<file path="src/rtl/ccd_seq_pkg.sv">
package ccd_seq_pkg;

   typedef enum logic [1:0] {
      EX_IDLE,
      EX_INTEG,
      EX_HOLD,
      EX_DUMP
   } ex_state_e;

   typedef enum logic [2:0] {
      RD_IDLE,
      RD_ROWSH,
      RD_PIXSH,
      RD_CONV,
      RD_END
   } rd_state_e;

endpackage

</file>
<file path="src/rtl/ccd_roi_window.sv">
module ccd_roi_window #(
   parameter int ROW_W = 10,
   parameter int COL_W = 10
) (
   input  logic [ROW_W-1:0] rows,
   input  logic [COL_W-1:0] cols,
   input  logic             roi_en,
   input  logic [ROW_W-1:0] row_lo,
   input  logic [ROW_W-1:0] row_hi,
   input  logic [COL_W-1:0] col_lo,
   input  logic [COL_W-1:0] col_hi,
   input  logic [ROW_W-1:0] cur_row,
   input  logic [COL_W-1:0] cur_col,
   output logic             in_win
);

   logic rows_ok, cols_ok, win_ok, row_hit, col_hit;

   // hi must lie strictly below the array size
   assign rows_ok = (row_lo <= row_hi) && (row_hi < rows);
   assign cols_ok = (col_lo <= col_hi) && (col_hi < cols);
   assign win_ok  = roi_en && rows_ok && cols_ok;

   assign row_hit = (cur_row >= row_lo) && (cur_row <= row_hi);
   assign col_hit = (cur_col >= col_lo) && (cur_col <= col_hi);

   // invalid or disabled window -> whole array is converted
   assign in_win  = !win_ok || (row_hit && col_hit);

endmodule

</file>
<file path="src/rtl/ccd_expose_ctrl.sv">
module ccd_expose_ctrl
   import ccd_seq_pkg::*;
#(
   parameter int ROW_W = 10,
   parameter int COL_W = 10,
   parameter int INT_W = 20
) (
   input  logic             clk,
   input  logic             rst_n,
   input  logic             start_frame,
   input  logic             mode_ft,
   input  logic [INT_W-1:0] int_len,
   input  logic [ROW_W-1:0] num_rows,
   input  logic [COL_W-1:0] num_cols,
   input  logic             roi_en,
   input  logic [ROW_W-1:0] roi_row_lo,
   input  logic [ROW_W-1:0] roi_row_hi,
   input  logic [COL_W-1:0] roi_col_lo,
   input  logic [COL_W-1:0] roi_col_hi,
   input  logic             rd_active,
   input  logic             rd_ft,
   input  logic             xfer_done,
   output logic             xfer_req,
   output logic             shutter_open,
   output logic             exp_active,
   output logic             rd_start,
   output logic             c_ft,
   output logic [ROW_W-1:0] c_rows,
   output logic [COL_W-1:0] c_cols,
   output logic             c_roi_en,
   output logic [ROW_W-1:0] c_rlo,
   output logic [ROW_W-1:0] c_rhi,
   output logic [COL_W-1:0] c_clo,
   output logic [COL_W-1:0] c_chi
);

   localparam logic [INT_W-1:0] ONE_I = INT_W'(1);
   localparam logic [ROW_W-1:0] ONE_R = ROW_W'(1);

   ex_state_e        st;
   logic [INT_W-1:0] cnt;
   logic [ROW_W-1:0] dump_row;
   logic             accept, int_last, dump_last;

   // overlap only buffered-after-buffered; direct mode needs an idle reader
   assign accept    = start_frame && (st == EX_IDLE) &&
                      (!rd_active || (mode_ft && rd_ft));
   assign int_last  = (st == EX_INTEG) && (cnt == ONE_I);
   assign dump_last = (st == EX_DUMP) && xfer_done && (dump_row == c_rows - ONE_R);

   assign xfer_req     = (st == EX_DUMP);
   assign shutter_open = (st == EX_INTEG) || (st == EX_HOLD);
   assign exp_active   = (st != EX_IDLE);
   assign rd_start     = (int_last && !c_ft) || dump_last;

   always_ff @(posedge clk or negedge rst_n) begin
      if (!rst_n) begin
         st       <= EX_IDLE;
         cnt      <= '0;
         dump_row <= '0;
         c_ft     <= 1'b0;
         c_rows   <= '0;
         c_cols   <= '0;
         c_roi_en <= 1'b0;
         c_rlo    <= '0;
         c_rhi    <= '0;
         c_clo    <= '0;
         c_chi    <= '0;
      end else begin
         unique case (st)
            EX_IDLE: if (accept) begin
               st       <= EX_INTEG;
               cnt      <= (int_len == '0) ? ONE_I : int_len;
               c_ft     <= mode_ft;
               c_rows   <= num_rows;
               c_cols   <= num_cols;
               c_roi_en <= roi_en;
               c_rlo    <= roi_row_lo;
               c_rhi    <= roi_row_hi;
               c_clo    <= roi_col_lo;
               c_chi    <= roi_col_hi;
            end
            EX_INTEG: begin
               if (cnt == ONE_I) begin
                  dump_row <= '0;
                  if (!c_ft)          st <= EX_IDLE;
                  else if (rd_active) st <= EX_HOLD;
                  else                st <= EX_DUMP;
               end else begin
                  cnt <= cnt - ONE_I;
               end
            end
            EX_HOLD: if (!rd_active) st <= EX_DUMP;
            EX_DUMP: if (xfer_done) begin
               if (dump_last) st <= EX_IDLE;
               else           dump_row <= dump_row + ONE_R;
            end
            default: st <= EX_IDLE;
         endcase
      end
   end

   AST_XFER_NO_READ: assert property (@(posedge clk) disable iff (!rst_n)
      xfer_req |-> !rd_active);
   AST_XFER_HOLD: assert property (@(posedge clk) disable iff (!rst_n)
      (xfer_req && !xfer_done) |=> xfer_req);
   AST_DIRECT_DARK: assert property (@(posedge clk) disable iff (!rst_n)
      (rd_active && !rd_ft) |-> !shutter_open);
   AST_OPEN_AFTER_START: assert property (@(posedge clk) disable iff (!rst_n)
      (start_frame && !exp_active && !rd_active) |=> shutter_open);

endmodule

</file>
<file path="src/rtl/ccd_raster_rd.sv">
module ccd_raster_rd
   import ccd_seq_pkg::*;
#(
   parameter int ROW_W    = 10,
   parameter int COL_W    = 10,
   parameter int ADC_BITS = 12
) (
   input  logic             clk,
   input  logic             rst_n,
   input  logic             rd_start,
   input  logic             in_ft,
   input  logic [ROW_W-1:0] in_rows,
   input  logic [COL_W-1:0] in_cols,
   input  logic             in_roi_en,
   input  logic [ROW_W-1:0] in_rlo,
   input  logic [ROW_W-1:0] in_rhi,
   input  logic [COL_W-1:0] in_clo,
   input  logic [COL_W-1:0] in_chi,
   input  logic             par_shift_done,
   input  logic             ser_shift_done,
   output logic             par_shift_req,
   output logic             ser_shift_req,
   output logic             adc_convert,
   output logic             pixel_valid,
   output logic [ROW_W-1:0] row_idx,
   output logic [COL_W-1:0] col_idx,
   output logic             frame_done,
   output logic             rd_active,
   output logic             rd_ft
);

   localparam int CONV_W = (ADC_BITS > 1) ? $clog2(ADC_BITS) : 1;
   localparam logic [ROW_W-1:0] ONE_R = ROW_W'(1);
   localparam logic [COL_W-1:0] ONE_C = COL_W'(1);

   rd_state_e        st;
   logic [ROW_W-1:0] rows_q, rlo_q, rhi_q, row_q;
   logic [COL_W-1:0] cols_q, clo_q, chi_q, col_q;
   logic             roi_q, ft_q;
   logic             in_win, conv_first, conv_last, step_now, col_end, row_end;

   ccd_roi_window #(.ROW_W(ROW_W), .COL_W(COL_W)) u_win (
      .rows    (rows_q),
      .cols    (cols_q),
      .roi_en  (roi_q),
      .row_lo  (rlo_q),
      .row_hi  (rhi_q),
      .col_lo  (clo_q),
      .col_hi  (chi_q),
      .cur_row (row_q),
      .cur_col (col_q),
      .in_win  (in_win)
   );

   // conversion timer: one cycle per result bit
   generate
      if (ADC_BITS == 1) begin : g_conv_single
         assign conv_first = 1'b1;
         assign conv_last  = 1'b1;
      end else begin : g_conv_multi
         logic [CONV_W-1:0] cv;
         always_ff @(posedge clk or negedge rst_n) begin
            if (!rst_n)                         cv <= '0;
            else if (st != RD_CONV || conv_last) cv <= '0;
            else                                cv <= cv + CONV_W'(1);
         end
         assign conv_first = (cv == '0);
         assign conv_last  = (cv == CONV_W'(ADC_BITS - 1));
      end
   endgenerate

   assign col_end  = (col_q == cols_q - ONE_C);
   assign row_end  = (row_q == rows_q - ONE_R);
   assign step_now = ((st == RD_PIXSH) && ser_shift_done && !in_win) ||
                     ((st == RD_CONV) && conv_last);

   assign par_shift_req = (st == RD_ROWSH);
   assign ser_shift_req = (st == RD_PIXSH);
   assign adc_convert   = (st == RD_CONV) && conv_first;
   assign pixel_valid   = (st == RD_CONV) && conv_last;
   assign frame_done    = (st == RD_END);
   assign rd_active     = (st != RD_IDLE);
   assign rd_ft         = ft_q;
   assign row_idx       = row_q;
   assign col_idx       = col_q;

   always_ff @(posedge clk or negedge rst_n) begin
      if (!rst_n) begin
         st     <= RD_IDLE;
         row_q  <= '0;
         col_q  <= '0;
         rows_q <= '0;
         cols_q <= '0;
         rlo_q  <= '0;
         rhi_q  <= '0;
         clo_q  <= '0;
         chi_q  <= '0;
         roi_q  <= 1'b0;
         ft_q   <= 1'b0;
      end else if (step_now) begin
         if (!col_end) begin
            col_q <= col_q + ONE_C;
            st    <= RD_PIXSH;
         end else if (row_end) begin
            st <= RD_END;
         end else begin
            row_q <= row_q + ONE_R;
            st    <= RD_ROWSH;
         end
      end else begin
         unique case (st)
            RD_IDLE: if (rd_start) begin
               st     <= RD_ROWSH;
               row_q  <= '0;
               col_q  <= '0;
               rows_q <= in_rows;
               cols_q <= in_cols;
               rlo_q  <= in_rlo;
               rhi_q  <= in_rhi;
               clo_q  <= in_clo;
               chi_q  <= in_chi;
               roi_q  <= in_roi_en;
               ft_q   <= in_ft;
            end
            RD_ROWSH: if (par_shift_done) begin
               col_q <= '0;
               st    <= RD_PIXSH;
            end
            RD_PIXSH: if (ser_shift_done) st <= RD_CONV;
            RD_CONV:  ;
            RD_END:   st <= RD_IDLE;
            default:  st <= RD_IDLE;
         endcase
      end
   end

   AST_PAR_HOLD: assert property (@(posedge clk) disable iff (!rst_n)
      (par_shift_req && !par_shift_done) |=> par_shift_req);
   AST_SER_HOLD: assert property (@(posedge clk) disable iff (!rst_n)
      (ser_shift_req && !ser_shift_done) |=> ser_shift_req);
   AST_ROW_THEN_PIX: assert property (@(posedge clk) disable iff (!rst_n)
      (par_shift_req && par_shift_done) |=> ser_shift_req);
   AST_ADC_ONE_CYCLE: assert property (@(posedge clk) disable iff (!rst_n)
      adc_convert |=> !adc_convert);
   AST_PIX_IN_WIN: assert property (@(posedge clk) disable iff (!rst_n)
      pixel_valid |-> in_win);
   AST_DONE_PULSE: assert property (@(posedge clk) disable iff (!rst_n)
      frame_done |=> !frame_done);
   AST_NO_REQ_OVERLAP: assert property (@(posedge clk) disable iff (!rst_n)
      $onehot0({par_shift_req, ser_shift_req, adc_convert}));

endmodule

</file>
<file path="src/rtl/ccd_readout_seq.sv">
module ccd_readout_seq #(
   parameter int ROW_W    = 10,
   parameter int COL_W    = 10,
   parameter int INT_W    = 20,
   parameter int ADC_BITS = 12
) (
   input  logic             clk,
   input  logic             rst_n,
   input  logic             start_frame,
   input  logic             mode_ft,
   input  logic [INT_W-1:0] int_len,
   input  logic [ROW_W-1:0] num_rows,
   input  logic [COL_W-1:0] num_cols,
   input  logic             roi_en,
   input  logic [ROW_W-1:0] roi_row_lo,
   input  logic [ROW_W-1:0] roi_row_hi,
   input  logic [COL_W-1:0] roi_col_lo,
   input  logic [COL_W-1:0] roi_col_hi,
   input  logic             xfer_done,
   input  logic             par_shift_done,
   input  logic             ser_shift_done,
   output logic             xfer_req,
   output logic             par_shift_req,
   output logic             ser_shift_req,
   output logic             adc_convert,
   output logic             pixel_valid,
   output logic [ROW_W-1:0] row_idx,
   output logic [COL_W-1:0] col_idx,
   output logic             frame_done,
   output logic             shutter_open,
   output logic             busy
);

   generate
      if (ROW_W < 1 || ROW_W > 16) begin : g_bad_row
         $error("ROW_W must be within 1..16");
      end
      if (COL_W < 1 || COL_W > 16) begin : g_bad_col
         $error("COL_W must be within 1..16");
      end
      if (INT_W < 2 || INT_W > 32) begin : g_bad_int
         $error("INT_W must be within 2..32");
      end
      if (ADC_BITS < 1 || ADC_BITS > 24) begin : g_bad_adc
         $error("ADC_BITS must be within 1..24");
      end
   endgenerate

   logic             exp_active, rd_active, rd_ft, rd_start;
   logic             c_ft, c_roi_en;
   logic [ROW_W-1:0] c_rows, c_rlo, c_rhi;
   logic [COL_W-1:0] c_cols, c_clo, c_chi;

   ccd_expose_ctrl #(.ROW_W(ROW_W), .COL_W(COL_W), .INT_W(INT_W)) u_exp (
      .clk          (clk),
      .rst_n        (rst_n),
      .start_frame  (start_frame),
      .mode_ft      (mode_ft),
      .int_len      (int_len),
      .num_rows     (num_rows),
      .num_cols     (num_cols),
      .roi_en       (roi_en),
      .roi_row_lo   (roi_row_lo),
      .roi_row_hi   (roi_row_hi),
      .roi_col_lo   (roi_col_lo),
      .roi_col_hi   (roi_col_hi),
      .rd_active    (rd_active),
      .rd_ft        (rd_ft),
      .xfer_done    (xfer_done),
      .xfer_req     (xfer_req),
      .shutter_open (shutter_open),
      .exp_active   (exp_active),
      .rd_start     (rd_start),
      .c_ft         (c_ft),
      .c_rows       (c_rows),
      .c_cols       (c_cols),
      .c_roi_en     (c_roi_en),
      .c_rlo        (c_rlo),
      .c_rhi        (c_rhi),
      .c_clo        (c_clo),
      .c_chi        (c_chi)
   );

   ccd_raster_rd #(.ROW_W(ROW_W), .COL_W(COL_W), .ADC_BITS(ADC_BITS)) u_rd (
      .clk            (clk),
      .rst_n          (rst_n),
      .rd_start       (rd_start),
      .in_ft          (c_ft),
      .in_rows        (c_rows),
      .in_cols        (c_cols),
      .in_roi_en      (c_roi_en),
      .in_rlo         (c_rlo),
      .in_rhi         (c_rhi),
      .in_clo         (c_clo),
      .in_chi         (c_chi),
      .par_shift_done (par_shift_done),
      .ser_shift_done (ser_shift_done),
      .par_shift_req  (par_shift_req),
      .ser_shift_req  (ser_shift_req),
      .adc_convert    (adc_convert),
      .pixel_valid    (pixel_valid),
      .row_idx        (row_idx),
      .col_idx        (col_idx),
      .frame_done     (frame_done),
      .rd_active      (rd_active),
      .rd_ft          (rd_ft)
   );

   assign busy = exp_active || rd_active;

   AST_BUSY_COVERS: assert property (@(posedge clk) disable iff (!rst_n)
      (shutter_open || xfer_req || par_shift_req || ser_shift_req) |-> busy);
   AST_DONE_DROPS_BUSY: assert property (@(posedge clk) disable iff (!rst_n)
      (frame_done && !shutter_open && !xfer_req && !start_frame) |=> !busy);

endmodule

</file>
<file path="config.mk">
export PLATFORM = sky130hd
export DESIGN_NAME = ccd_readout_seq
export DESIGN_NICKNAME = d
export VERILOG_FILES = /design/src/rtl/ccd_seq_pkg.sv /design/src/rtl/ccd_roi_window.sv /design/src/rtl/ccd_expose_ctrl.sv /design/src/rtl/ccd_raster_rd.sv /design/src/rtl/ccd_readout_seq.sv
export SDC_FILE = /design/constraint.sdc
export NUM_CORES = 1
export LEC_CHECK = 0
export BUFFER_PORTS_ARGS = -buffer_cell sky130_fd_sc_hd__buf_2
export CAP_MARGIN = 20
export CORE_AREA = 2 2 147 149
export CTS_CLUSTER_DIAMETER = 30
export CTS_CLUSTER_SIZE = 8
export DETAILED_ROUTE_END_ITERATION = 10
export DIE_AREA = 0 0 149 151
export PLACE_DENSITY_LB_ADDON = 0.25
export RECOVER_POWER = 50
export SLEW_MARGIN = 20
export SYNTH_ARGS = -nofsm -noshare
export SYNTH_HDL_FRONTEND = slang
export SYNTH_HIERARCHICAL = 1
export SYNTH_SLANG_ARGS = --single-unit
</file>
<file path="constraint.sdc">
create_clock -name clk -period 3.14 [get_ports clk]
set_clock_uncertainty 0.15 [all_clocks]
set_input_delay 0.628 -clock clk [delete_from_list [all_inputs] [get_ports clk]]
set_output_delay 0.628 -clock clk [all_outputs]
set_load 0.02 [all_outputs]
</file>
# Word level (Yosys, flattened, before mapping)
# Index checks and enable logic that the tools add are counted.
# totals
register_bits,183
ramBits,0
memories,0
out_inout_bits,28
mem_bits_ro,0
latch_bits,0
inputBits,88
# op_classes
multipliers,0
n_bitwise,1
add_sub_neg,8
magnitude_cmp,8
shift,0
n_eq_ne,27
mux,33
div_mod_pow,0
reduce_logical,48
# ops
operator,count
$mux 10,11
$mux 20,3
$le 10x10->1,4
$pmux 10 s2,2
$pmux 20 s2,1
$add 10x1->10 const B,3
$eq 10x10->1,3
$sub 10x1->10 const B,3
$eq 20x1->1 const B,1
$ge 10x10->1,2
$logic_not 20->1,1
$lt 10x10->1,2
$sub 20x1->20 const B,1
$logic_and 1x1->1,18
$mux 3,6
$ne 2x2->1 const B,8
$reduce_and 4->1,4
$mux 2,6
$ne 3x2->1 const B,4
$pmux 3 s4,1
$reduce_bool 2->1,5
$pmux 2 s4,1
$logic_or 1x1->1,7
$eq 3x2->1 const B,2
other kinds (18),26

# Longest topological paths before layout
# Gate-level depths: netlist of run 1.
# depth
depth_word,11
depth_mapped,15
mapped_depth_nobuf,14

# By module
# Netlist of run 1, hierarchy kept.
# modules_own_cells
module,n_inst,cells_per_inst,area_each_um2
ccd_expose_ctrl,1,429,4739.5
ccd_raster_rd,1,522,4558.1
ccd_roi_window,1,249,1866.8
ccd_readout_seq,1,1,6.3

# Least setup slack after synthesis of run 1
# Ideal clock, no wire load.
# synth_timing
path_type,flip-flop to flip-flop
start,register u_rd.col_q[0] (netlist: u_rd/col_idx[0])
end,register u_rd.row_q[0] (netlist: u_rd/row_idx[0])
t_arrival_ns,3.124
t_required_ns,2.851
stages_incl_launch_ff,15
path_slack_ns,-0.274
path_cell_list,dfrtp_1 -> inv_1 -> ha_1 -> nand2b_1 -> a21oi_1 -> o211ai_1 -> a211oi_2 -> a211oi_1 -> or4_1 -> o21ai_0 -> and2_1 -> clkbuf_1 -> clkbuf_1 -> nand3_4 -> mux2i_1
# synth_via
elab_chain_cells,9
word_cells_on_any_way,15
# synth_lines
element,line,text
start: declaration,ccd_raster_rd.sv:38,"logic [COL_W-1:0] cols_q, clo_q, chi_q, col_q;"
start signal: assignment,ccd_raster_rd.sv:102,col_q <= col_q + ONE_C;
$ge 10x10->1 or $le 10x10->1 (tied branches),ccd_roi_window.sv:25,assign col_hit = (cur_col >= col_lo) && (cur_col <= col_hi);
$logic_and 1x1->1 (*),ccd_roi_window.sv:25,
$logic_and 1x1->1 (*),ccd_roi_window.sv:28,assign in_win = !win_ok || (row_hit && col_hit);
$logic_or 1x1->1 (*),ccd_roi_window.sv:28,
named net u_rd.in_win,ccd_raster_rd.sv:40,"logic in_win, conv_first, conv_last, step_now, col_end, row_end;"
$logic_not 1->1 (*),ccd_raster_rd.sv:74,assign step_now = ((st == RD_PIXSH) && ser_shift_done && !in_win) ||
$logic_and 1x1->1 (*),ccd_raster_rd.sv:74,
$logic_or 1x1->1 (*),ccd_raster_rd.sv:74,
$ne 2x2->1 (no source line) or $reduce_bool 2->1 (tied branches),-,
$reduce_and 4->1 (no source line),-,
end signal: assignment,ccd_raster_rd.sv:107,row_q <= row_q + ONE_R;
end: declaration,ccd_raster_rd.sv:37,"logic [ROW_W-1:0] rows_q, rlo_q, rhi_q, row_q;"
# Mark *: on every way through the listed nets, which the timed path passes. The rest lies on a longest branch.
# A chain may end at the register's enable or synchronous reset.

# Worst setup path in the final report of run 1
# layout_timing
start,register u_rd.row_q[4] (netlist: u_rd/row_idx[4])
end,register u_rd.row_q[4] (netlist: u_rd/row_idx[4])
# layout_via
elab_chain_cells,9
word_cells_on_any_way,18
# layout_lines
element,line,text
$ge 10x10->1 or $le 10x10->1 (tied branches),ccd_roi_window.sv:24,assign row_hit = (cur_row >= row_lo) && (cur_row <= row_hi);
$logic_and 1x1->1 (*),ccd_roi_window.sv:24,
$logic_and 1x1->1 (*),ccd_roi_window.sv:28,
$logic_or 1x1->1 (*),ccd_roi_window.sv:28,
named net u_rd.in_win,ccd_raster_rd.sv:40,
$logic_not 1->1 (*),ccd_raster_rd.sv:74,
$logic_and 1x1->1 (*),ccd_raster_rd.sv:74,
$logic_or 1x1->1 (*),ccd_raster_rd.sv:74,
$ne 2x2->1 (no source line) or $reduce_bool 2->1 (tied branches),-,
$reduce_and 4->1 (no source line),-,
# Mark *: on every way through the listed nets, which the timed path passes. The rest lies on a longest branch. The select of a mux whose other input is x is not followed.

==> results.sh, run 1 <==
export IMPL_power_mw=5.05
export IMPL_firstDrtPassIters=5
export IMPL_drive_gt1_share_pct=29.6
export IMPL_worst_pin_slew_ps=1680
export IMPL_required_ps=3350
export IMPL_leakagePower_nw=7.11
export IMPL_ys_types=76
export IMPL_drc_errors=0
export IMPL_antenna_cells=0
export IMPL_numCtsBuffers=17
export IMPL_vias=9915
export IMPL_antenna_found_initial=0
export IMPL_start_kind="register"
export IMPL_dieArea_mm2=0.0225
export IMPL_synth_seq_cells=183
export IMPL_power_density_mw_per_mm2=363
export IMPL_synthesis_area_mm2=0.0112
export IMPL_hold_class="in -> reg"
export IMPL_synth_edf_count=0
export IMPL_fp_dieW_um=149
export IMPL_peakVddDrop_mv=0.339
export IMPL_yosys_cell_count_top_type="nand2_1"
export IMPL_violations="max-capacitance violations, max-slew violations, negative setup slack"
export IMPL_area_growth_pct=24.5
export IMPL_finalHoldViolCount=0
export IMPL_fmax_mhz=300
export IMPL_yosysTopAreaCell="dfrtp_1"
export IMPL_wl_met3_um=1800
export IMPL_crit_fanout=5
export IMPL_fp_dieH_um=151
export IMPL_clock_latency_ps=430
export IMPL_maxCapViolCount=1
export IMPL_async_reset_ff_share_pct=100
export IMPL_cts_root_buf="clkbuf_16"
export IMPL_grt_overflow=0
export IMPL_hpwl_um=21400
export IMPL_clk_pin_slew_ps=70
export IMPL_grt_pass1_wl_um=48800
export IMPL_largest_register="u_exp/cnt"
export IMPL_layout_setup_ws_ps=-188
export IMPL_dp_cells=1666
export IMPL_cts_sinks=183
export IMPL_maxSlewViolCount=68
export IMPL_timing_hold_ws_ps=275
export IMPL_synth_area_leaders="dfrtp_1 41%, ha_1 10%, nand2_1 7.5%"
export IMPL_ant_nets=0
export IMPL_rows=53
export IMPL_top_layer="met4"
export IMPL_syn_nets=1382
export IMPL_ys_warnings_count=6
export IMPL_fin_cells=1719
export IMPL_clock_path_buffers=2
export IMPL_endpoint_kind="register"
export IMPL_timing_slew_headroom_pct=-11.8
export IMPL_gp_congestion=0.916
export IMPL_worstPathArrival_ps=3540
export IMPL_cts_tree="done"
export IMPL_period_minus_slack_ps=3330
export IMPL_nets=1613
export IMPL_ios=116
export IMPL_wirelength_um=29900
export IMPL_setup_violations=20
export IMPL_synth_top_cell_area_share_pct=41.0
export IMPL_ctsHoldBuffers=0
export IMPL_wl_per_cell_um=17.4
export IMPL_netlist_instances=1201
export IMPL_status="complete, but fails checks"
export IMPL_yosys_most_used_dff="dfrtp_1"
export IMPL_yosysSeqAreaShare_pct=41.0
export IMPL_met2WireLength_um=14000
export IMPL_track_usage_pct=27.3
export IMPL_htreeDepth=4
export IMPL_path_class="reg -> reg"
export IMPL_start_util_pct=53.6
export IMPL_vias_per_cell=5.77
export IMPL_grt_max_degree=68
export IMPL_avgSynthCellArea_um2=9.30
export IMPL_coreArea_mm2=0.0208
export IMPL_rsz0062_at_grt="true"
export IMPL_largest_reg_flops=20
export IMPL_port_buffers=115
export IMPL_drt_met1_wl_um=13200
export IMPL_netlist_top_cells_count="224 x nand2_1, 183 x dfrtp_1, 94 x inv_1, 93 x ha_1, 63 x mux2_2"
export IMPL_period_share_pct=106
export IMPL_drt_iter0_drc=844
export IMPL_first_global_vias=9736
==> per-stage QoR <==
step	area, µm²	setup TNS, ps	worst slack [ps]	utilization (%)
3_3_place_gp	12900	-5930	-380	61.8
5_1_grt	13900	-6120	-384	66.8
6_report	13900	-1780	-188	66.8
3_5_place_dp	12900	-8560	-503	61.8
2_1_floorplan	11200	0	2.54	-
4_1_cts	13800	-203	-65.8	66.0
==> cell type report <==
cell class              count  area, µm²
well taps                 275        344
fillers                  1688       6910
flip-flops and latches    183       4590
clock buffers              18        429
clock inverters            13        148
repair buffers            255       1670
multi-input cells         881       6380
inverters                  94        353
==> power by group <==
| group | switching (mW) | leakage (nW) | internal, mW | total, mW |
|---|---|---|---|---|
| sequential | 0.0741 | 2.46 | 2.41 | 2.48 |
| combinational | 0.228 | 4.37 | 0.174 | 0.403 |
| clock | 0.978 | 0.275 | 1.18 | 2.16 |
| total | 1.28 | 7.11 | 3.76 | 5.05 |
==> logic make-up (layout without fill, tap and decap cells) <==
group	after synthesis	in the layout	share of synthesized area, %
muxes	75	75	7.43
AOI/OAI and AO/OA	210	210	12.8
adders and majority gates	93	93	10.4
DFF	183	183	41.0
buffers and inverters	137	380	4.76
xor gates and xnor gates	37	37	2.90
and+or+nand+nor	466	466	20.7
==> timing repair <==
item	4_1_cts	5_1_grt
setup buffers	14	8
gates cloned	1	0
pin swaps	23	20
gates resized for setup	48	35
endpoints found under the setup margin	22	67
==> per-layer routing <==
layer | track usage [%] | vias to the layer above
li1 | - | 4703
met1 | 37.1 | 4776
met2 | 44.8 | 365
met3 | 4.37 | 71
met4 | 8.81 | 0
met5 | 0 | -
==> placed cells by master (no fill, tap or decap), types with 12 or more instances in the layout <==
cell / Yosys / final
a21oi_1: 55 / 49
nand3_1: 27 / 25
nand4_1: 21 / 21
mux2_2: 63 / 63
o21ai_0: 39 / 30
ha_1: 93 / 85
buf_2: 2 / 114
nand2b_1: 14 / 13
clkbuf_16: 0 / 17
and3_1: 14 / 13
xor2_1: 13 / 13
dfrtp_1: 183 / 177
xnor2_1: 24 / 24
buf_4: 0 / 126
o31ai_1: 16 / 15
nor2_1: 46 / 44
nand2_1: 224 / 218
nor3_1: 34 / 32
a21o_1: 13 / 13
inv_1: 94 / 88
nor2b_1: 12 / 12
==> critical path: stages (launching register included) <==
cell,delay (ps)
dfrtp_2,450
ha_1,320
nand4_1,150
a21oi_2,220
a2111oi_4,60
o22ai_1,210
a211oi_2,70
or4_4,550
o21ai_2,180
and2_4,210
buf_6,110
nand3_2,50
or3_1,380
a21oi_1,140
==> worst paths after layout <==
check / endpoint / startpoint / slack, ps / depth (start not counted)
max: u_rd/row_idx[4] / u_rd/row_idx[4] / -190 / 13
min: u_exp/c_rhi[8] / roi_row_hi[8] / 270 / 2
max reg2reg: u_rd/row_idx[4] / u_rd/row_idx[4] / -190 / 13
min reg2reg: u_rd/rlo_q[3] / u_exp/c_rlo[3] / 310 / 2
max in group asynchronous: u_rd/col_idx[5] / rst_n / 640 / 2
min in group asynchronous: u_exp/dump_row[0] / rst_n / 470 / 1
No activity file was read; power rests on OpenSTA's default activity.
==> run 2, diff against run 1 <==
Settings changed: REMOVE_ABC_BUFFERS set to 1, TNS_END_PERCENT set to 30.
==> run 2 against run 1 <==
  * The run ends with negative setup slack left
  * Critical path depth rose by 1
  * Non-clock buffer count rose by 9
  * Utilization rose by 0.096 points
  * Sequential cell count did not move
  * Hold slack got worse by 6.9 ps
  * Sequential share of layout area fell by 0.066 points
  * Clock-buffer cell count rose by 4
  * Critical endpoint is now u_rd/row_idx[5]
  * Routed wire length fell by 0.67%
  * Setup slack improved by 19 ps
  * Power fell by 1.2%
==> results.sh, run 2 (synthesis results as in run 1) <==
export IMPL_status="complete, but fails checks"
export IMPL_violations="negative setup slack"
export IMPL_hpwl_um=21400
export IMPL_antenna_found_initial=0
export IMPL_drc_errors=0
export IMPL_wl_per_cell_um=17.2
export IMPL_cts_sinks=183
export IMPL_vias_per_cell=5.70
export IMPL_timing_slew_headroom_pct=8.92
export IMPL_largest_reg_flops=20
export IMPL_peakVddDrop_mv=0.313
export IMPL_ant_nets=0
export IMPL_maxSlewViolCount=0
export IMPL_fp_dieW_um=149
export IMPL_coreArea_mm2=0.0208
export IMPL_leakagePower_nw=7.14
export IMPL_track_usage_pct=26.5
export IMPL_layout_common_cells="222 x nand2_1, 179 x dfrtp_1, 142 x buf_4"
export IMPL_maxCapViolCount=0
export IMPL_ios=116
export IMPL_endpoint_kind="register"
export IMPL_fmax_mhz=302
export IMPL_grt_overflow=0
export IMPL_nets=1622
export IMPL_place_area_mm2=0.0129
export IMPL_clk_pin_slew_ps=70
export IMPL_hold_class="in -> reg"
export IMPL_setup_tns_ps=-2270
export IMPL_start_kind="register"
export IMPL_finalHoldViolCount=0
export IMPL_post_route_util_pct=66.9
export IMPL_wirelength_um=29700
export IMPL_area_growth_pct=24.7
export IMPL_post_place_ws_ps=-325
export IMPL_grt_pass1_wl_um=47300
export IMPL_antenna_cells=0
export IMPL_htreeDepth=4
export IMPL_setup_violations=22
export IMPL_rows=53
export IMPL_dieArea_mm2=0.0225
export IMPL_period_minus_slack_ps=3310
export IMPL_cts_root_buf="clkbuf_16"
export IMPL_port_buffers=115
export IMPL_period_share_pct=105
export IMPL_power_density_mw_per_mm2=358
export IMPL_required_ps=3340
export IMPL_ctsHoldBuffers=0
export IMPL_start_util_pct=53.6
export IMPL_timing_hold_ws_ps=268
export IMPL_stdcell_area_mm2=0.0139
export IMPL_clock_path_buffers=2
export IMPL_worst_pin_slew_ps=1370
export IMPL_first_global_vias=9704
export IMPL_path_class="reg -> reg"
export IMPL_layout_setup_ws_ps=-169
export IMPL_grt_max_degree=81
export IMPL_crit_fanout=6
export IMPL_layout_commonest_cell="nand2_1"
export IMPL_vias=9842
export IMPL_cts_tree="done"
export IMPL_rsz0062_at_grt="true"
export IMPL_largest_register="u_exp/cnt"
export IMPL_drt_iter0_drc=647
export IMPL_clock_latency_ps=440
export IMPL_drive_gt1_share_pct=29.5
export IMPL_numCtsBuffers=17
export IMPL_worstPathArrival_ps=3510
export IMPL_firstDrtPassIters=5
export IMPL_gp_congestion=0.913
export IMPL_fp_dieH_um=151
==> run 2: changes by cell type in the layout (fill, tap and decap cells not counted), moves of 4 or more <==
cell     change
buf_6        -6
buf_4       +16
nand2_4      -4
ha_4         +5
nand2_1      +4
==> run 2: cell type report <==
class	instances	area [µm²]
multi-input combinational	881	6340
tap	275	344
clock inverter	9	92.6
inverter	94	353
fill	1645	6890
timing repair buffer	264	1740
clock buffer	22	474
sequential	183	4580
==> run 2: through the flow <==
| stage | std cells | total power, mW |
|---|---|---|
| 2_1_floorplan | 1158 | 2.72 |
| 3_3_place_gp | 1676 | 2.91 |
| 3_5_place_dp | 1676 | 2.92 |
| 4_1_cts | 1717 | 5.04 |
| 5_1_grt | 1728 | 5.17 |
| 6_report | 1728 | 4.98 |
==> run 2: power breakdown <==
part	internal (mW)	leakage [nW]	total, mW	switching, mW
Combinational	0.174	4.41	0.400	0.226
Sequential	2.41	2.46	2.48	0.0720
Clock	1.16	0.269	2.10	0.945
==> run 2: critical path: stages, from the launching register on <==
cell and delay, ps:
dfrtp_1 400, inv_2 70, ha_1 310, nand4_1 150, a21oi_2 210, a2111oi_4 60, buf_4 140, o22ai_2 130
a211oi_1 60, or4_4 560, o21ai_4 170, and2_4 200, nand4_1 110, or4_1 430, o21ai_1 80
==> run 2: worst paths after layout <==
path,start,cells after the start,slack [ps],end
hold reg to reg,u_exp/c_rlo[1],2,310,u_rd/rlo_q[1]
hold / removal,num_rows[9],2,270,u_exp/c_rows[9]
setup reg to reg,u_rd/rhi_q[2],14,-170,u_rd/row_idx[5]
min in group asynchronous,rst_n,1,350,u_exp/c_clo[2]
max in group asynchronous,rst_n,2,430,u_rd/row_idx[7]
setup / recovery,u_rd/rhi_q[2],14,-170,u_rd/row_idx[5]
==> run 2: what timing repair did <==
item	4_1_cts	5_1_grt
gates cloned	0	1
buffers inserted	10	10
hold endpoints to repair	0	0
setup endpoints to repair	84	49
pin swaps	16	20
resized for setup	27	36
==> run 2: routing by layer <==
metal  vias up  track usage (%)  wire (µm)
met3        50             4.25       1540
met2       288             45.8      14800
li1       4727                -          -
met5         -                0          0
met4         0             9.38        632
met1      4777             33.9      12700
